<file path="config.mk">
export PLATFORM = sky130hd
export DESIGN_NAME = dma_ctrl
export DESIGN_NICKNAME = d
export VERILOG_FILES = /design/src/rtl/dma_pkg.sv /design/src/rtl/dma_chan_regs.sv /design/src/rtl/dma_arb_fsm.sv /design/src/rtl/dma_bus_port.sv /design/src/rtl/dma_ctrl.sv
export SDC_FILE = /design/constraint.sdc
export NUM_CORES = 1
export LEC_CHECK = 0
export BUFFER_PORTS_ARGS = -buffer_cell sky130_fd_sc_hd__buf_2
export CAP_MARGIN = 30
export CORE_UTILIZATION = 43
export DETAILED_ROUTE_END_ITERATION = 10
export PLACE_DENSITY = 0.79
export SYNTH_ARGS = -nofsm -noshare
export SYNTH_HDL_FRONTEND = slang
export SYNTH_HIERARCHICAL = 1
export SYNTH_SLANG_ARGS = --single-unit
</file>
<file path="constraint.sdc">
create_clock -name clk_i -period 2.4 [get_ports clk_i]
set_input_delay 0.12 -clock clk_i [delete_from_list [all_inputs] [get_ports clk_i]]
set_output_delay 0.12 -clock clk_i [all_outputs]
set_load 0.05 [all_outputs]
</file>
<file path="src/rtl/dma_pkg.sv">
package dma_pkg;
  typedef enum logic [1:0] {
    ST_IDLE = 2'd0,
    ST_WAIT = 2'd1,
    ST_REQ  = 2'd2,
    ST_XFER = 2'd3
  } dma_state_e;

  typedef enum logic {
    MODE_BURST = 1'b0,
    MODE_STEAL = 1'b1
  } dma_mode_e;

  typedef enum logic {
    DIR_DEV2MEM = 1'b0,
    DIR_MEM2DEV = 1'b1
  } dma_dir_e;
endpackage

</file>
<file path="src/rtl/dma_chan_regs.sv">
module dma_chan_regs
  import dma_pkg::*;
#(
  parameter int AW = 16,
  parameter int CW = 16
) (
  input  logic          clk_i,
  input  logic          rst_ni,
  input  logic          load_i,
  input  logic [AW-1:0] addr_i,
  input  logic [CW-1:0] count_i,
  input  dma_dir_e      dir_i,
  input  dma_mode_e     mode_i,
  input  logic          step_i,
  output logic [AW-1:0] addr_o,
  output logic [CW-1:0] count_o,
  output dma_dir_e      dir_o,
  output dma_mode_e     mode_o,
  output logic          last_o
);
  localparam logic [AW-1:0] ADDR_ONE = AW'(1);
  localparam logic [CW-1:0] CNT_ONE  = CW'(1);

  logic [AW-1:0] addr_q;
  logic [CW-1:0] count_q;
  dma_dir_e      dir_q;
  dma_mode_e     mode_q;

  always_ff @(posedge clk_i or negedge rst_ni) begin
    if (!rst_ni) begin
      addr_q  <= '0;
      count_q <= '0;
      dir_q   <= DIR_DEV2MEM;
      mode_q  <= MODE_BURST;
    end else if (load_i) begin
      addr_q  <= addr_i;
      count_q <= count_i;
      dir_q   <= dir_i;
      mode_q  <= mode_i;
    end else if (step_i) begin
      addr_q  <= addr_q + ADDR_ONE;
      count_q <= count_q - CNT_ONE;
    end
  end

  assign addr_o  = addr_q;
  assign count_o = count_q;
  assign dir_o   = dir_q;
  assign mode_o  = mode_q;
  assign last_o  = (count_q == CNT_ONE);
endmodule

</file>
<file path="src/rtl/dma_arb_fsm.sv">
module dma_arb_fsm
  import dma_pkg::*;
(
  input  logic      clk_i,
  input  logic      rst_ni,
  input  logic      start_i,
  input  logic      cnt_zero_i,
  input  dma_mode_e mode_i,
  input  logic      last_i,
  input  logic      dev_ready_i,
  input  logic      grant_i,
  output logic      load_o,
  output logic      fire_o,
  output logic      req_o,
  output logic      drive_o,
  output logic      busy_o,
  output logic      done_o
);
  dma_state_e state_q, state_d;
  logic       done_q, done_d;

  assign load_o  = start_i && (state_q == ST_IDLE);
  assign drive_o = (state_q == ST_XFER) && grant_i;
  assign fire_o  = drive_o && dev_ready_i;
  assign req_o   = (state_q == ST_REQ) || (state_q == ST_XFER);
  assign busy_o  = (state_q != ST_IDLE);
  assign done_o  = done_q;

  always_comb begin
    state_d = state_q;
    done_d  = done_q;
    unique case (state_q)
      ST_IDLE: if (start_i) begin
        if (cnt_zero_i) begin
          done_d = 1'b1;
        end else begin
          done_d  = 1'b0;
          state_d = ST_WAIT;
        end
      end
      ST_WAIT: if (dev_ready_i) state_d = ST_REQ;
      ST_REQ:  if (grant_i) state_d = ST_XFER;
      ST_XFER: if (fire_o) begin
        if (last_i) begin
          state_d = ST_IDLE;
          done_d  = 1'b1;
        end else if (mode_i == MODE_STEAL) begin
          state_d = ST_WAIT;
        end
      end
      default: state_d = ST_IDLE;
    endcase
  end

  always_ff @(posedge clk_i or negedge rst_ni) begin
    if (!rst_ni) begin
      state_q <= ST_IDLE;
      done_q  <= 1'b0;
    end else begin
      state_q <= state_d;
      done_q  <= done_d;
    end
  end
endmodule

</file>
<file path="src/rtl/dma_bus_port.sv">
module dma_bus_port
  import dma_pkg::*;
#(
  parameter int AW = 16,
  parameter int DW = 16
) (
  input  logic          drive_i,
  input  logic          fire_i,
  input  dma_dir_e      dir_i,
  input  logic [AW-1:0] addr_i,
  input  logic [DW-1:0] mem_rdata_i,
  input  logic [DW-1:0] dev_data_i,
  output logic [AW-1:0] mem_addr_o,
  output logic [DW-1:0] mem_wdata_o,
  output logic          mem_we_o,
  output logic [DW-1:0] dev_data_o,
  output logic          dev_wr_o,
  output logic          dev_ack_o
);
  logic to_mem;
  assign to_mem = (dir_i == DIR_DEV2MEM);

  // outputs parked at zero while the bus belongs to the processor
  assign mem_addr_o  = drive_i ? addr_i : '0;
  assign mem_wdata_o = (drive_i && to_mem) ? dev_data_i : '0;
  assign mem_we_o    = fire_i && to_mem;
  assign dev_ack_o   = fire_i && to_mem;
  assign dev_data_o  = (drive_i && !to_mem) ? mem_rdata_i : '0;
  assign dev_wr_o    = fire_i && !to_mem;
endmodule

</file>
<file path="src/rtl/dma_ctrl.sv">
module dma_ctrl
  import dma_pkg::*;
#(
  parameter int AW = 16,
  parameter int DW = 16,
  parameter int CW = 16
) (
  input  logic          clk_i,
  input  logic          rst_ni,
  input  logic          start_i,
  input  logic [AW-1:0] cfg_addr_i,
  input  logic [CW-1:0] cfg_count_i,
  input  logic          cfg_dir_i,
  input  logic          cfg_mode_i,
  output logic          busy_o,
  output logic          done_o,
  output logic          bus_req_o,
  input  logic          bus_grant_i,
  output logic          bus_en_o,
  output logic [AW-1:0] mem_addr_o,
  output logic [DW-1:0] mem_wdata_o,
  output logic          mem_we_o,
  input  logic [DW-1:0] mem_rdata_i,
  input  logic          dev_ready_i,
  input  logic [DW-1:0] dev_data_i,
  output logic          dev_ack_o,
  output logic [DW-1:0] dev_data_o,
  output logic          dev_wr_o
);
  logic          load, fire, drive, last;
  logic [AW-1:0] cur_addr;
  logic [CW-1:0] cur_count;
  dma_dir_e      cur_dir;
  dma_mode_e     cur_mode;

  dma_chan_regs #(.AW(AW), .CW(CW)) u_regs (
    .clk_i   (clk_i),
    .rst_ni  (rst_ni),
    .load_i  (load),
    .addr_i  (cfg_addr_i),
    .count_i (cfg_count_i),
    .dir_i   (dma_dir_e'(cfg_dir_i)),
    .mode_i  (dma_mode_e'(cfg_mode_i)),
    .step_i  (fire),
    .addr_o  (cur_addr),
    .count_o (cur_count),
    .dir_o   (cur_dir),
    .mode_o  (cur_mode),
    .last_o  (last)
  );

  dma_arb_fsm u_fsm (
    .clk_i       (clk_i),
    .rst_ni      (rst_ni),
    .start_i     (start_i),
    .cnt_zero_i  (cfg_count_i == '0),
    .mode_i      (cur_mode),
    .last_i      (last),
    .dev_ready_i (dev_ready_i),
    .grant_i     (bus_grant_i),
    .load_o      (load),
    .fire_o      (fire),
    .req_o       (bus_req_o),
    .drive_o     (drive),
    .busy_o      (busy_o),
    .done_o      (done_o)
  );

  dma_bus_port #(.AW(AW), .DW(DW)) u_port (
    .drive_i     (drive),
    .fire_i      (fire),
    .dir_i       (cur_dir),
    .addr_i      (cur_addr),
    .mem_rdata_i (mem_rdata_i),
    .dev_data_i  (dev_data_i),
    .mem_addr_o  (mem_addr_o),
    .mem_wdata_o (mem_wdata_o),
    .mem_we_o    (mem_we_o),
    .dev_data_o  (dev_data_o),
    .dev_wr_o    (dev_wr_o),
    .dev_ack_o   (dev_ack_o)
  );

  assign bus_en_o = drive;
endmodule

</file>
==> summary.md, run 1 <==
| Metric | Value |
|---|---|
| Run status | finished clean |
| Cell-by-cell listing of the critical path | or3_4 > or3_4 > nor4_2 > buf_4 > nor3b_2 > a2111oi_4 > mux2_4 |
| Die X | 81.0 um |
| Leakage power total | 1.82 nW |
| Number of global-route vias before repair | 2477 |
| Total length of routed wires | 6980 um |
| Grt ovf | 0 |
| Distinct cells, synth | 55 |
| Total internal power | 0.00206 W |
| Mapped Nets | 379 |
| Top FF cell, synth | dfrtp_1 |
| Standard cell core area | 0.00596 sq mm |
| Hold Slack | 0.0443 ns |
| Level count of the clock H-tree | 2 |
| Largest incremental delay on the critical path | 0.42 ns |
| Largest cells by area after synthesis | dfrtp_1, and3b_1, nand2_1 |
| Number of synthesis warnings | 6 |
| Relative max-transition margin | 43.4% |
| Clk sink count | 37 |
| Unrepaired setup endpoints after global routing | false |
| Area added between synthesis and finish | 30.6% |
| Layout cell share with drive strength beyond 1 | 38.5% |
| Type of the tightest min-delay check | primary input to flip-flop |
| Final min period | 2.29 ns |
| Sequential cell area fraction in the yosys report | 34.5% |
| Post-route clock skew | 0.0114 ns |
| Input/output buffers | 125 |
| Fin util | 58.8% |
| Sum of buffers and inverters on the critical path | 1 |
| Worst EP required | 2.58 ns |
| Mapped Area | 0.00268 sq mm |
| Effective utilization at floorplan | 45.0% |
| Drt via density | 5.21 |
| Total DRC errors in the routed layout | 0 |
| Peak supply drop | 0.000568 V |
| Reported net switching power | 0.00190 W |
| Largest net degree at the start of global routing | 50 |
| First-pass iteration count of the detailed router | 4 |
| Tcrit/Tclk final | 95.5% |
| CP top delay family | simple AND/OR/NAND/NOR gates |
| Hold Fails Final Rpt | 0 |
| TritonCTS clock tree | yes |
| Data arrival time of the critical path | 2.47 ns |
| Portion of total power attributed to sequential cells | 32.4% |
| Max Cap Viol | 0 |
| Most frequently used cell type in the post-synthesis netlist | nand2_1 |
| Clk_lat worst skew | 0.29 ns |
| Peak fanout along the critical path | 4 |
| Number of buffers created by CTS | 5 |
| Proportion of total power due to net switching | 47.9% |
| Pre-CTS setup slack | 0.0653 ns |
| Fill cells | 545 |
| CP max stage cell | or3_4 |
| Final net count | 503 |
| Remaining antenna violation count | 0 |
| Relative contribution of combinational cells to total power | 53.5% |
| Mean instance size in the synthesized netlist | 8.91 sq um |
| Post-route setup slack | 0.109 ns |
| Number of standard-cell rows in the floorplan | 28 |
| # setup viols final | 0 |
| Peak Freq | 436 MHz |
| Async S/R FF share, synth | 100% |
| Buffers inserted during post-CTS setup optimization | 0 |
| Final standard cell count with taps included and fillers excluded | 501 |
| Die area | 0.00656 sq mm |
| Transition time at the pin with the least slew margin | 0.850 ns |
| I/O Pins | 126 |
| Post-synth EDFFs | 0 |
| Placer Congestion | 0.849 |
| Clock power frac | 14.1% |
| CP Capture Type | flip-flop |
| Pwr Density | 1130 mW/mm^2 |
| Top cells by instance count after synthesis | nand2_1, dfrtp_1, o21ai_0 |
| Most frequent cell on the critical path | or3_4 |
| Number of vias after detailed routing | 2608 |
| Clock tree buffer depth | 2 |
| Initial antenna violation count | 0 |
| Startpoint class of the critical path | flip-flop |
| Flop and latch count out of synthesis | 37 |
| Diode count | 0 |
| Cell count after synthesis | 301 |
| Wire length per cell | 13.9 um |
| Clock transition at path regs | 0.08 ns |
| CTS root buf | clkbuf_8 |
| Classification of the worst setup path | flip-flop to flip-flop |
| Total negative slack for setup checks | 0 ns |
| Area share of the largest cell type after synthesis | 34.5% |
| Violation count after the first detailed-routing iteration | 120 |
| Fin. max-slew vios | 0 |
| Sum of net half-perimeters after detailed placement | 5440 um |
| Die extent in y | 81.0 um |
| Overall Global Routing Usage | 22.5% |
| Area leader, netlist | dfrtp_1 |
| First-pass GRT wire length | 11300 um |
| Cell count after placement | 492 |
[registers in the layout, indices dropped and copies added (netlist names)]
name,cells
u_regs/mode_o,1
u_regs/count_o,16
u_fsm/state_q,2
u_regs/addr_o,16
u_regs/dir_o,1
u_fsm/done_o,1
[power by group through the flow]
stage	Combinational, W	Sequential [W]	Clock, W
after floorplan	0.00169	0.00120	0
after global placement	0.00205	0.00126	0
after detailed placement	0.00210	0.00129	0
after CTS	0.00211	0.00129	0.000571
after global routing	0.00231	0.00134	0.000597
final	0.00212	0.00129	0.000558
[area by class of cell]
type	instances	area [sq um]	share of cell area (%)
clock buffer	7	86.3	2.46
clock inverter	1	30.0	0.857
inverter	11	41.3	1.18
multi-input combinational	234	1620	46.1
sequential	37	926	26.4
tap	75	93.8	2.68
timing repair buffer	136	711	20.3
[routing by layer]
layer	GRT usage, %	up-vias	share of wire (%)
met3	4.94	9	6.3
li1	-	1308	-
met1	27.9	1198	45
met5	0	-	0
met2	39.1	93	47
met4	6.07	0	0.89
[stage by stage]
| step | instance area (sq um) | power, W |
|---|---|---|
| finish | 3500 | 0.00396 |
| global route | 3500 | 0.00425 |
| CTS | 3500 | 0.00397 |
| detailed placement | 3370 | 0.00340 |
| global placement | 3370 | 0.00331 |
| floorplan | 2680 | 0.00290 |
[cell usage in the layout (no fill, tap or decap), types with 2 or more instances in the layout]
| master | count |
|---|---|
| or2_2 | 2 |
| buf_2 | 125 |
| or3_4 | 2 |
| nand3_1 | 6 |
| nand4_1 | 4 |
| nand2b_1 | 2 |
| and4_1 | 2 |
| clkbuf_8 | 6 |
| inv_1 | 11 |
| nor4_4 | 2 |
| xor2_1 | 8 |
| or3_1 | 2 |
| nor4_2 | 3 |
| and2_1 | 18 |
| a31oi_1 | 2 |
| and3b_1 | 17 |
| nor3_2 | 2 |
| mux2_2 | 2 |
| buf_4 | 10 |
| and3_1 | 18 |
| nor3_1 | 5 |
| mux2i_1 | 3 |
| o21ai_1 | 2 |
| nand2_1 | 39 |
| ha_1 | 7 |
| xnor2_1 | 15 |
| a22oi_1 | 2 |
| dfrtp_1 | 37 |
| o21ai_0 | 26 |
| nor2_1 | 11 |
| nor4_1 | 7 |
| nor2b_1 | 3 |
[worst reg2reg max path: stages, from the launching register on]
cell	delay [ns]
dfrtp_1	0.41
or3_4	0.42
or3_4	0.36
nor4_2	0.14
buf_4	0.16
nor3b_2	0.05
a2111oi_4	0.33
mux2_4	0.33
[worst paths after layout]
kind / from / to / slack [ns] / depth (start not counted)
worst min-delay path: cfg_addr_i[9] / u_regs/addr_o[9] / 0.04 / 3
max in group asynchronous: rst_ni / u_regs/count_o[7] / 1.38 / 2
worst max-delay path: u_regs/count_o[12] / u_fsm/state_q[1] / 0.11 / 7
worst max register to register: u_regs/count_o[12] / u_fsm/state_q[1] / 0.11 / 7
worst min register to register: u_regs/mode_o / u_regs/mode_o / 0.54 / 1
min in group asynchronous: rst_ni / u_regs/addr_o[12] / 0.48 / 2
[what timing repair did]
| action | CTS | global route |
|---|---|---|
| endpoints found under the hold margin | 37 | 0 |
| resized for setup | 0 | 1 |
| hold buffers | 1 | 0 |
| endpoints found under the setup margin | 0 | 1 |
[logic make-up (layout without fill, tap and decap cells)]
group | after synthesis | after routing | share of synthesized area [%]
AO/OA/AOI/OAI | 46 | 46 | 11.6
XOR/XNOR | 23 | 23 | 7.51
adder cells (fa/ha/maj) | 7 | 7 | 3.26
buffers and inverters | 30 | 155 | 5.50
flip-flops | 37 | 37 | 34.5
multiplexers | 6 | 6 | 2.52
AND/OR/NAND/NOR | 152 | 152 | 35.1
No activity file was read; power rests on OpenSTA's default activity.
==> run 2: changes to the inputs <==
CORE_ASPECT_RATIO = 1.5   (was unset)
SETUP_SLACK_MARGIN = 0.4   (was unset)
==> summary.md, run 2 (synthesized netlist as in run 1, its figures left out) <==
| Metric | Value |
|---|---|
| TritonCTS clock tree | yes |
| Hold Fails Final Rpt | 0 |
| Fin area | 0.00373 sq mm |
| Sum of net half-perimeters after detailed placement | 5370 um |
| Peak fanout along the critical path | 2 |
| Max Cap Viol | 0 |
| Effective utilization at floorplan | 45.4% |
| Standard cell core area | 0.00591 sq mm |
| Input/output buffers | 125 |
| Wire length per cell | 15.0 um |
| Largest incremental delay on the critical path | 0.41 ns |
| Final min period | 2.15 ns |
| Relative max-transition margin | 43.6% |
| Unrepaired setup endpoints after global routing | true |
| Level count of the clock H-tree | 2 |
| Most used cells in the layout excluding fill and tap cells | buf_2, nand2_1, dfrtp_1, o21ai_0, buf_4 |
| Die X | 66.5 um |
| Largest net degree at the start of global routing | 50 |
| CTS root buf | clkbuf_8 |
| Area added between synthesis and finish | 39.0% |
| Die area | 0.00656 sq mm |
| Fin. max-slew vios | 0 |
| Final net count | 520 |
| Most common cell after layout, fill and taps aside | buf_2 |
| Number of standard-cell rows in the floorplan | 34 |
| Transition time at the pin with the least slew margin | 0.846 ns |
| Peak Freq | 465 MHz |
| Most frequent cell on the critical path | or3_4 |
| Fill cells | 499 |
| Placed cell area | 0.00338 sq mm |
| Die extent in y | 98.7 um |
| Total DRC errors in the routed layout | 0 |
| Layout cell share with drive strength beyond 1 | 43.3% |
| CP Capture Type | flip-flop |
| Number of buffers created by CTS | 5 |
| Classification of the worst setup path | flip-flop to flip-flop |
| Clk_lat worst skew | 0.29 ns |
| CP top delay family | simple AND/OR/NAND/NOR gates |
| Placer Congestion | 0.846 |
| Grt ovf | 0 |
| Type of the tightest min-delay check | primary input to flip-flop |
| Pwr Density | 1160 mW/mm^2 |
| CP max stage cell | dfrtp_2 |
| Post-route clock skew | 0.00638 ns |
| Initial antenna violation count | 0 |
| Peak supply drop | 0.000632 V |
| Number of vias after detailed routing | 2773 |
| Overall Global Routing Usage | 23.0% |
| # setup viols final | 0 |
| Data arrival time of the critical path | 2.31 ns |
| Number of global-route vias before repair | 2595 |
| Tcrit/Tclk final | 89.6% |
| Violation count after the first detailed-routing iteration | 130 |
| Cell-by-cell listing of the critical path | or3_4 > or3_4 > nor4_4 > buf_4 > buf_6 > nor2b_2 > o41ai_2 > a2bb2oi_1 |
| Total length of routed wires | 7740 um |
| Diode count | 0 |
| Startpoint class of the critical path | flip-flop |
| Total negative slack for setup checks | 0 ns |
| Clock transition at path regs | 0.08 ns |
| First-pass GRT wire length | 11700 um |
| Leakage power total | 1.96 nW |
| Worst EP required | 2.56 ns |
| Clk sink count | 37 |
| Remaining antenna violation count | 0 |
| I/O Pins | 126 |
| Clock tree buffer depth | 2 |
| Run status | finished clean |
| Drt via density | 5.38 |
| Sum of buffers and inverters on the critical path | 2 |
| First-pass iteration count of the detailed router | 4 |
[run 2: path summary, 6_finish.rpt]
kind	start	endpoint	slack, ns	depth (start not counted)
worst min register to register	u_regs/mode_o	u_regs/mode_o	0.55	1
min in group asynchronous	rst_ni	u_regs/addr_o[3]	0.48	2
worst max register to register	u_regs/count_o[10]	u_fsm/state_q[0]	0.25	8
max in group asynchronous	rst_ni	u_regs/count_o[6]	1.34	2
worst min-delay path	cfg_addr_i[8]	u_regs/addr_o[8]	0.03	3
worst max-delay path	u_regs/count_o[10]	u_fsm/state_q[0]	0.25	8
[run 2: metal layers]
layer  up-vias  global-route usage, %  share of wire (%)
li1       1331                      -                  -
met4         0                   8.67                2.6
met5         -                      0                  0
met3        17                   4.75                5.3
met1      1323                   25.7                 39
met2       102                   41.6                 53
[run 2: stage by stage]
stage	hold slack (ns)	util, %	std cells	setup WS [ns]	total power [W]
after global placement	0.263	57.2	488	0.216	0.00332
final	0.0334	63.1	515	0.250	0.00434
after global routing	0.0317	63.1	515	0.188	0.00461
after detailed placement	0.264	57.2	488	0.151	0.00340
after CTS	0.0211	61.4	509	0.301	0.00420
after floorplan	-0.176	-	301	0.277	0.00292
[run 2: layout make-up]
| type | count | area [sq um] | area share (%) |
|---|---|---|---|
| timing repair buffer | 152 | 842 | 22.6 |
| clock inverter | 3 | 65.1 | 1.74 |
| clock buffer | 5 | 68.8 | 1.85 |
| inverter | 11 | 41.3 | 1.11 |
| sequential | 37 | 928 | 24.9 |
| tap | 72 | 90.1 | 2.42 |
| multi-input combinational | 235 | 1690 | 45.4 |
[run 2: power breakdown]
group / leakage (nW) / switching, W / internal (W)
combinational: 1.45 / 0.00146 / 0.000960
sequential: 0.441 / 0.000358 / 0.000920
clock: 0.0681 / 0.000226 / 0.000413
total: 1.96 / 0.00204 / 0.00229
[run 2: timing repair]
action	in CTS	in global routing
buffers inserted	12	5
setup endpoints to repair	62	73
gates resized for setup	6	13
endpoints found under the hold margin	37	0
cloned	0	1
pin swaps	3	5
hold buffers	1	0
[run 2: worst reg2reg max path: cells and delay by family, from the launching register on]
family / cells / cell delay [ns]
AO/OA/AOI/OAI: 2 / 0.40
flip-flops: 1 / 0.41
AND/OR/NAND/NOR: 4 / 0.96
buffers and inverters: 2 / 0.25
